## config.mk

```make
export PLATFORM = sky130hd
export DESIGN_NAME = cmp_carry_alu
export DESIGN_NICKNAME = d
export VERILOG_FILES = /design/src/rtl/cck_pkg.sv /design/src/rtl/cck_adder.sv /design/src/rtl/cck_cmp_fix.sv /design/src/rtl/cck_carry_reg.sv /design/src/rtl/cmp_carry_alu.sv
export SDC_FILE = /design/constraint.sdc
export NUM_CORES = 1
export LEC_CHECK = 0
export ABC_AREA = 1
export BUFFER_PORTS_ARGS = -buffer_cell sky130_fd_sc_hd__buf_4
export CAP_MARGIN = 20
export CELL_PAD_IN_SITES_DETAIL_PLACEMENT = 1
export CELL_PAD_IN_SITES_GLOBAL_PLACEMENT = 1
export CORE_MARGIN = 2
export CORE_UTILIZATION = 30
export DETAILED_ROUTE_END_ITERATION = 8
export GPL_TIMING_DRIVEN = 1
export PLACE_DENSITY_LB_ADDON = 0.25
export SLEW_MARGIN = 0
export SYNTH_ARGS = -nofsm -noshare
export SYNTH_HDL_FRONTEND = slang
export SYNTH_SLANG_ARGS = --single-unit
export TNS_END_PERCENT = 1
```

## constraint.sdc

```tcl
create_clock -name clk -period 3.7 [get_ports clk]
set_input_delay 0.74 -clock clk [delete_from_list [all_inputs] [get_ports clk]]
set_output_delay 0.74 -clock clk [all_outputs]
set_load 0.05 [all_outputs]
```

## src/rtl/cck_pkg.sv

```systemverilog
// Package: shared opcode type for the compare/carry-keep adder unit.
// Assumes a 2-bit opcode field decoded by the top module.
package cck_pkg;
    typedef enum logic [1:0] {
        OP_CMP_S = 2'b00,
        OP_CMP_U = 2'b01,
        OP_ADD   = 2'b10,
        OP_RSUB  = 2'b11
    } cck_op_e;
endpackage

```

## src/rtl/cck_adder.sv

```systemverilog
// Module: cck_adder
// Ripple-free behavioural adder producing a WIDTH-bit sum and carry-out.
// Assumes the caller has already inverted the subtrahend where needed.
module cck_adder #(
    parameter int WIDTH = 32
) (
    input  logic [WIDTH-1:0] x,
    input  logic [WIDTH-1:0] y,
    input  logic             cin,
    output logic [WIDTH-1:0] sum,
    output logic             cout
);
    localparam int EXT_W = WIDTH + 1;

    logic [EXT_W-1:0] wide_sum;

    // Form the extended sum so the top bit is the carry-out.
    always_comb begin
        wide_sum = {1'b0, x} + {1'b0, y} + {{WIDTH{1'b0}}, cin};
        sum      = wide_sum[WIDTH-1:0];
        cout     = wide_sum[WIDTH];
    end
endmodule

```

## src/rtl/cck_cmp_fix.sv

```systemverilog
// Module: cck_cmp_fix
// Corrects the MSB of a compare difference so that it reflects true ordering.
// Assumes diff = b - a; the signed form takes b's MSB and the unsigned form
// takes a's MSB when the operand MSBs differ.
module cck_cmp_fix #(
    parameter int WIDTH = 32
) (
    input  logic [WIDTH-1:0] diff,
    input  logic             a_msb,
    input  logic             b_msb,
    input  logic             unsigned_mode,
    output logic [WIDTH-1:0] fixed
);
    logic msb_differs;

    // Replace the top bit only when the operand sign bits disagree.
    always_comb begin
        msb_differs = a_msb ^ b_msb;
        fixed       = diff;
        if (msb_differs) begin
            fixed[WIDTH-1] = unsigned_mode ? a_msb : b_msb;
        end
    end
endmodule

```

## src/rtl/cck_carry_reg.sv

```systemverilog
// Module: cck_carry_reg
// Holds the carry flag and its shadow copy.
// Assumes load already folds in valid, the arithmetic opcode and keep.
module cck_carry_reg (
    input  logic clk,
    input  logic rst_n,
    input  logic load,
    input  logic carry_in,
    output logic flag,
    output logic shadow
);
    // Synchronous reset clears both; a load writes the same value to both.
    always_ff @(posedge clk) begin
        if (!rst_n) begin
            flag   <= 1'b0;
            shadow <= 1'b0;
        end else if (load) begin
            flag   <= carry_in;
            shadow <= carry_in;
        end
    end
endmodule

```

## src/rtl/cmp_carry_alu.sv

```systemverilog
// Module: cmp_carry_alu
// 32-bit compare / add / reverse-subtract unit with a registered carry flag.
// Assumes the result is consumed in the same cycle; flags update on valid.
module cmp_carry_alu
    import cck_pkg::*;
#(
    parameter int WIDTH = 32
) (
    input  logic             clk,
    input  logic             rst_n,
    input  logic             valid,
    input  logic [1:0]       opcode,
    input  logic             use_carry,
    input  logic             keep_carry,
    input  logic [WIDTH-1:0] a,
    input  logic [WIDTH-1:0] b,
    output logic [WIDTH-1:0] result,
    output logic             carry_flag,
    output logic             carry_shadow
);
    localparam int MSB = WIDTH - 1;

    cck_op_e          op;
    logic             is_cmp;
    logic             is_sub;
    logic [WIDTH-1:0] add_x;
    logic             add_cin;
    logic [WIDTH-1:0] add_sum;
    logic             add_cout;
    logic [WIDTH-1:0] cmp_res;
    logic             flag_load;

    // Decode the opcode and select adder operands and carry-in.
    always_comb begin
        op      = cck_op_e'(opcode);
        is_cmp  = (op == OP_CMP_S) || (op == OP_CMP_U);
        is_sub  = is_cmp || (op == OP_RSUB);
        add_x   = is_sub ? ~a : a;
        if (is_cmp) begin
            add_cin = 1'b1;
        end else if (use_carry) begin
            add_cin = carry_flag;
        end else begin
            add_cin = is_sub;
        end
    end

    cck_adder #(.WIDTH(WIDTH)) u_adder (
        .x    (add_x),
        .y    (b),
        .cin  (add_cin),
        .sum  (add_sum),
        .cout (add_cout)
    );

    cck_cmp_fix #(.WIDTH(WIDTH)) u_cmp_fix (
        .diff          (add_sum),
        .a_msb         (a[MSB]),
        .b_msb         (b[MSB]),
        .unsigned_mode (op == OP_CMP_U),
        .fixed         (cmp_res)
    );

    // Pick the compare-corrected or raw sum and form the flag load enable.
    always_comb begin
        result    = is_cmp ? cmp_res : add_sum;
        flag_load = valid && !is_cmp && !keep_carry;
    end

    cck_carry_reg u_flags (
        .clk      (clk),
        .rst_n    (rst_n),
        .load     (flag_load),
        .carry_in (add_cout),
        .flag     (carry_flag),
        .shadow   (carry_shadow)
    );
endmodule

```

* Word-level counts from Yosys, hierarchy flattened
Cells that the tools add are included.
** Storage, ports and cells
- Input bits :: 71
- Register bits :: 1
** Operators by class
- Equality and inequality tests :: 2
- Bitwise gates (word level) :: 2
- $add $sub $neg :: 2
- Reductions and logical operators :: 7
- Mux-type cells :: 6
** Operator list (number)
- $mux 32 :: 2
- $add 32x32->33 :: 1
- $add 33x1->33 :: 1
- $not 32->32 :: 1
- $mux 1 :: 4
- $eq 2x1->1 const B :: 1
- $eq 2x2->1 const B :: 1
- $logic_and 1x1->1 :: 2
- $logic_not 1->1 :: 2
- $logic_not 2->1 :: 1
- $logic_or 1x1->1 :: 2
- $xor 1x1->1 :: 1

* Longest topological paths before layout
- Word-level depth :: 8
- Mapped depth :: 17

* By module
From an unflattened synthesis, not the netlist that was laid out.
** Unflattened totals
- Cells, all modules :: 804
- Area, all modules :: 3767.4 um2
** Modules (own cells, without submodules)
- cck_adder :: sequential area each 0.0 um2, cells each 505, area each 2393.5 um2, times used 1
- cmp_carry_alu :: sequential area each 0.0 um2, cells each 251, area each 1053.5 um2, times used 1
- cck_cmp_fix :: sequential area each 0.0 um2, cells each 41, area each 271.5 um2, times used 1
- cck_carry_reg :: sequential area each 20.0 um2, cells each 7, area each 48.8 um2, times used 1

* Worst setup path after synthesis
OpenSTA, ideal clock, no wires.
- Kind :: input port to output port
- Start point :: input port opcode[0]
- End point :: output port result[24]
- Path buffers :: 1
- Stages :: 13
- Required time :: 2.960 ns
- Path slack :: -0.395 ns
- Data arrival time :: 3.355 ns
- Path through :: inv_1 > nand2_1 > buf_2 > xor2_1 > fa_1 > inv_1 > fa_1 > o21ai_2 > nand3_1 > nand2_2 > nand3_1 > nand3_1 > xor2_1
** On the way
- Cells in the longest elaborated chain, start to end :: 7
- Elaborated cells between the ends (all ways) :: 11
- Those cells by class :: add/sub: 2; eq/ne: 2; mux: 4; reduce/logical: 3
** Ends and longest elaborated chain
- from (decl) :: RTL line cmp_carry_alu.sv:12 : input logic [1:0] opcode,
- $eq 2x1->1 or $logic_not 2->1 (tied branches) :: RTL line cmp_carry_alu.sv:36 : is_cmp = (op == OP_CMP_S) || (op == OP_CMP_U);
- $logic_or 1x1->1 :: RTL line cmp_carry_alu.sv:36
- $logic_or 1x1->1 :: RTL line cmp_carry_alu.sv:37 : is_sub = is_cmp || (op == OP_RSUB);
- $mux 32 or $mux 1 (tied branches) :: RTL line cmp_carry_alu.sv:38, cmp_carry_alu.sv:41
- $add 32x32->33 or $mux 1 (tied branches) :: RTL line cck_adder.sv:19, cmp_carry_alu.sv:39
- $add 33x1->33 * :: RTL line cck_adder.sv:19 : wide_sum = {1'b0, x} + {1'b0, y} + {{WIDTH{1'b0}}, cin};
- $mux 32 * :: RTL line cmp_carry_alu.sv:66 : result = is_cmp ? cmp_res : add_sum;
- to (decl) :: RTL line cmp_carry_alu.sv:17 : output logic [WIDTH-1:0] result,
Mark *: on every way between the ends. The rest lies on a longest branch, timed or not.

* Worst setup path after layout
- Start point :: input port opcode[0]
- End point :: output port result[18]
Same word-level chain as after synthesis.

==> results.tsv <==
stage	metric	value	unit
synthesis	netlist.area_leader.share	0.2036	
power_and_ir_drop	static-leakage-power	0.002239	uW
place	placement.setup.worst_slack	-0.09603	ns
synthesis	synth.cells.most_frequent	sky130_fd_sc_hd__nand2_1, sky130_fd_sc_hd__inv_1, sky130_fd_sc_hd__xor2_1	
floorplan	core_area	7767	um^2
setup_path	critical_path_arrival	2.93	ns
synthesis	synth_area_per_cell	5.682	um^2
layout	largest_register_ff_count	1	
synthesis	synthDistinctLibCells	35	
place	place_congestion	0.8209	
floorplan	die_w	93.72	um
layout	antennaDiodeCount	0	
setup_path	timing.setup.critical_path_class	primary input to output port	
floorplan	die_area	8783	um^2
power_and_ir_drop	combinationalPowerShare	0.992	
sta	fmax	272.4	MHz
route	remaining_drc_errors	0	
sta	fin_skew	0	ns
floorplan	io_pins	105	
sta	setup-tns-final	0	ns
outcome	outcome	complete, no violations	
synthesis	yosys_most_used_dff	sky130_fd_sc_hd__dfxtp_1	
synthesis	post_synth_edffs	0	
layout	top_reg_by_flops	u_flags.shadow	
grt	grt_pass1_vias	3542	
sta	holdWs	0.6258	ns
sta	worst-slew-pin-transition	0.3107	ns
setup_path	crit_path_cells	buf_8 -> inv_8 -> nand2_8 -> xor2_2 -> fa_2 -> inv_2 -> fa_2 -> o21ai_4 -> nand2_2 -> nand2_2 -> a21o_1 -> nand3_2 -> nand2_1 -> nand2_1 -> nand2_2 -> buf_8	
sta	setup_violations	0	
power_and_ir_drop	design_power_total	1535	uW
synthesis	yosys_warnings	0	
clocking	cts-hold-fix-buffers	0	
clocking	worstSkewPairLatency	0	ns
synthesis	ys_seq_area_frac	0.008290	
grt	grt.met2_usage	0.4179	
route	wl_per_cell	15.34	um
power_and_ir_drop	p_int	601.7	uW
floorplan	dieHeight	93.72	um
synthesis	synth.area.top_cells	sky130_fd_sc_hd__nand2_1, sky130_fd_sc_hd__xor2_1, sky130_fd_sc_hd__ha_1	
grt	grt_antenna_before_repair	0	
layout	area_delta_synth_final	74.61	%
setup_path	worst_setup_path_end_kind	output port	
synthesis	netlist_area	2415	um^2
setup_path	timing.critical_path.required	2.96	ns
setup_path	critical_path_buf_inv_count	4	
route	drtPass1Iterations	4	
floorplan	initial_standard_cell_utilization_of_the_core	0.3109	
grt	globalRoute.totalOverflow	0	
setup_path	critPathMaxFanout	5	
synthesis	synth_async_sr_flop_share	0	
sta	unrepaired_setup_endpoints_after_global_routing	yes	
floorplan	fp-row-count	32	
sta	least_setup_slack_across_all_paths_after_layout	0.02897	ns
power_and_ir_drop	share_seq_of_total_power	0.008	
sta	total_count_of_max_transition_violations_in_the_final_report	0	
synthesis	post-synth-top-area-cell	sky130_fd_sc_hd__nand2_1	
setup_path	delay_of_the_slowest_cell_on_the_worst_path	0.41	ns
route	drt-total-wl	10.62	mm
power_and_ir_drop	power_density	364.1	nW/um^2
clocking	clk_pin_slew	0	ns
route	vias	3395	
job	max_cap_viol_count	0	
layout	fin_util	0.5428	
route	post_drt_via_cell_ratio	4.906	
setup_path	slowest_stage	sky130_fd_sc_hd__fa_2	
sta	final-hold-violation-count	0	
setup_path	crit_top_cell	sky130_fd_sc_hd__nand2_2	
setup_path	cp_top_family	adder cells	
route	drt.antenna.violating_nets	0	
grt	grt_start_max_net_pins	22	
grt	top_usage_layer	met2	
power_and_ir_drop	irDropWorstVdd	0.2474	mV
synthesis	synth.most_common_cell	sky130_fd_sc_hd__nand2_1	
synthesis	postSynthRegisterBits	1	
sta	slew_headroom	0.7907	
synthesis	synth_cells	425	
layout	final_net_count	696	
setup_path	crit_path_start_kind	primary input	
route	drt-initial-drc-count	62	
synthesis	synth.net_count	529	
layout	final_layout_size_suffix_gt1_frac	0.4373	
place	buffer_ports.inserted	104	
grt	met1_usage	0.2662	
layout	final.fill_count	1058	
layout	biggestRegsByFlops	u_flags.shadow x1	
power_and_ir_drop	p_switching	933.5	uW
sta	timing.final.crit_period	3.671	ns
place	hpwl	8.291	mm
worst_hold_path	min_path_type	register to register	
sta	final.period_utilization	0.9922	
grt	grt_use_total	0.2124	
grt	grt_pass1_wl	15.58	mm
power_and_ir_drop	switching_share	0.6081	
grt	groute.layer.met3.usage	0.006421	
power_and_ir_drop	p_clk_frac	0	
## cell families after synthesis
family                     Yosys count  synth area share
and+or+nand+nor                    216            0.3772
AOI/OAI and AO/OA                   68            0.1663
buffers and inverters               58           0.09326
xor gates and xnor gates            49            0.1777
adders and majority gates           33            0.1772
DFF                                  1          0.008290
## through the flow
| stage | instance area [um^2] | std cells |
|---|---|---|
| floorplan | 2460 | 425 |
| global placement | 3691 | 671 |
| detailed placement | 3691 | 671 |
| CTS | 3756 | 674 |
| global route | 4217 | 692 |
| finish | 4217 | 692 |
## power groups by stage
stage / clock (uW) / combinational (uW) / sequential (uW)
3_5_place_dp: 0 / 1330 / 12.3
4_1_cts: 0 / 1360 / 12.3
2_1_floorplan: 0 / 860 / 14.1
5_1_grt: 0 / 1620 / 12.4
6_report: 0 / 1520 / 12.4
3_3_place_gp: 0 / 1310 / 12.2
## layout make-up
class	instances	area, um^2	area share
Inverter	54	210.2	0.04985
Multi-Input combinational cell	366	2477	0.5875
Tap cell	102	127.6	0.03027
Sequential cell	1	20.02	0.004748
Timing Repair Buffer	169	1381	0.3276
## final timing paths
| kind | cells past startpoint | slack [ns] | to | startpoint |
|---|---|---|---|---|
| min reg2reg | 2 | 0.63 | u_flags.shadow$_SDFFE_PN0P_ | u_flags.shadow$_SDFFE_PN0P_ |
| max reg2reg | 14 | 1.37 | u_flags.shadow$_SDFFE_PN0P_ | u_flags.shadow$_SDFFE_PN0P_ |
| max | 16 | 0.03 | result[18] | opcode[0] |
| min | 2 | 0.63 | u_flags.shadow$_SDFFE_PN0P_ | u_flags.shadow$_SDFFE_PN0P_ |
## tightest hold or removal path: cells and delay by family, from the launching register on
kind,cells,cell delay [ns]
flip-flops,1,0.33
AO/OA/AOI/OAI,2,0.24
## repair_timing
item | CTS | global route
pin swaps | 4 | 33
gates resized for setup | 11 | 85
cloned | 0 | 2
setup endpoints to repair | 19 | 24
buffers inserted | 3 | 16
## per-layer routing
metal / routed length (um) / up-vias / part of all wire
met5: 0 / - / 0
met4: 156 / 0 / 0.015
met3: 338 / 10 / 0.032
met2: 5601 / 80 / 0.53
met1: 4520 / 1601 / 0.43
li1: - / 1704 / -
## layout by cell type, fill, tap and decap left out, types with 6 or more instances in the layout
master,count
sky130_fd_sc_hd__a21oi_1,29
sky130_fd_sc_hd__a21oi_2,9
sky130_fd_sc_hd__buf_4,149
sky130_fd_sc_hd__buf_6,14
sky130_fd_sc_hd__ha_1,29
sky130_fd_sc_hd__inv_1,49
sky130_fd_sc_hd__nand2_1,109
sky130_fd_sc_hd__nand2_2,28
sky130_fd_sc_hd__nand3_1,22
sky130_fd_sc_hd__nand3_2,7
sky130_fd_sc_hd__nor2_1,24
sky130_fd_sc_hd__nor2_2,11
sky130_fd_sc_hd__o21ai_0,8
sky130_fd_sc_hd__xor2_1,40
sky130_fd_sc_hd__xor2_2,6
(Power assumes the default switching activity.)
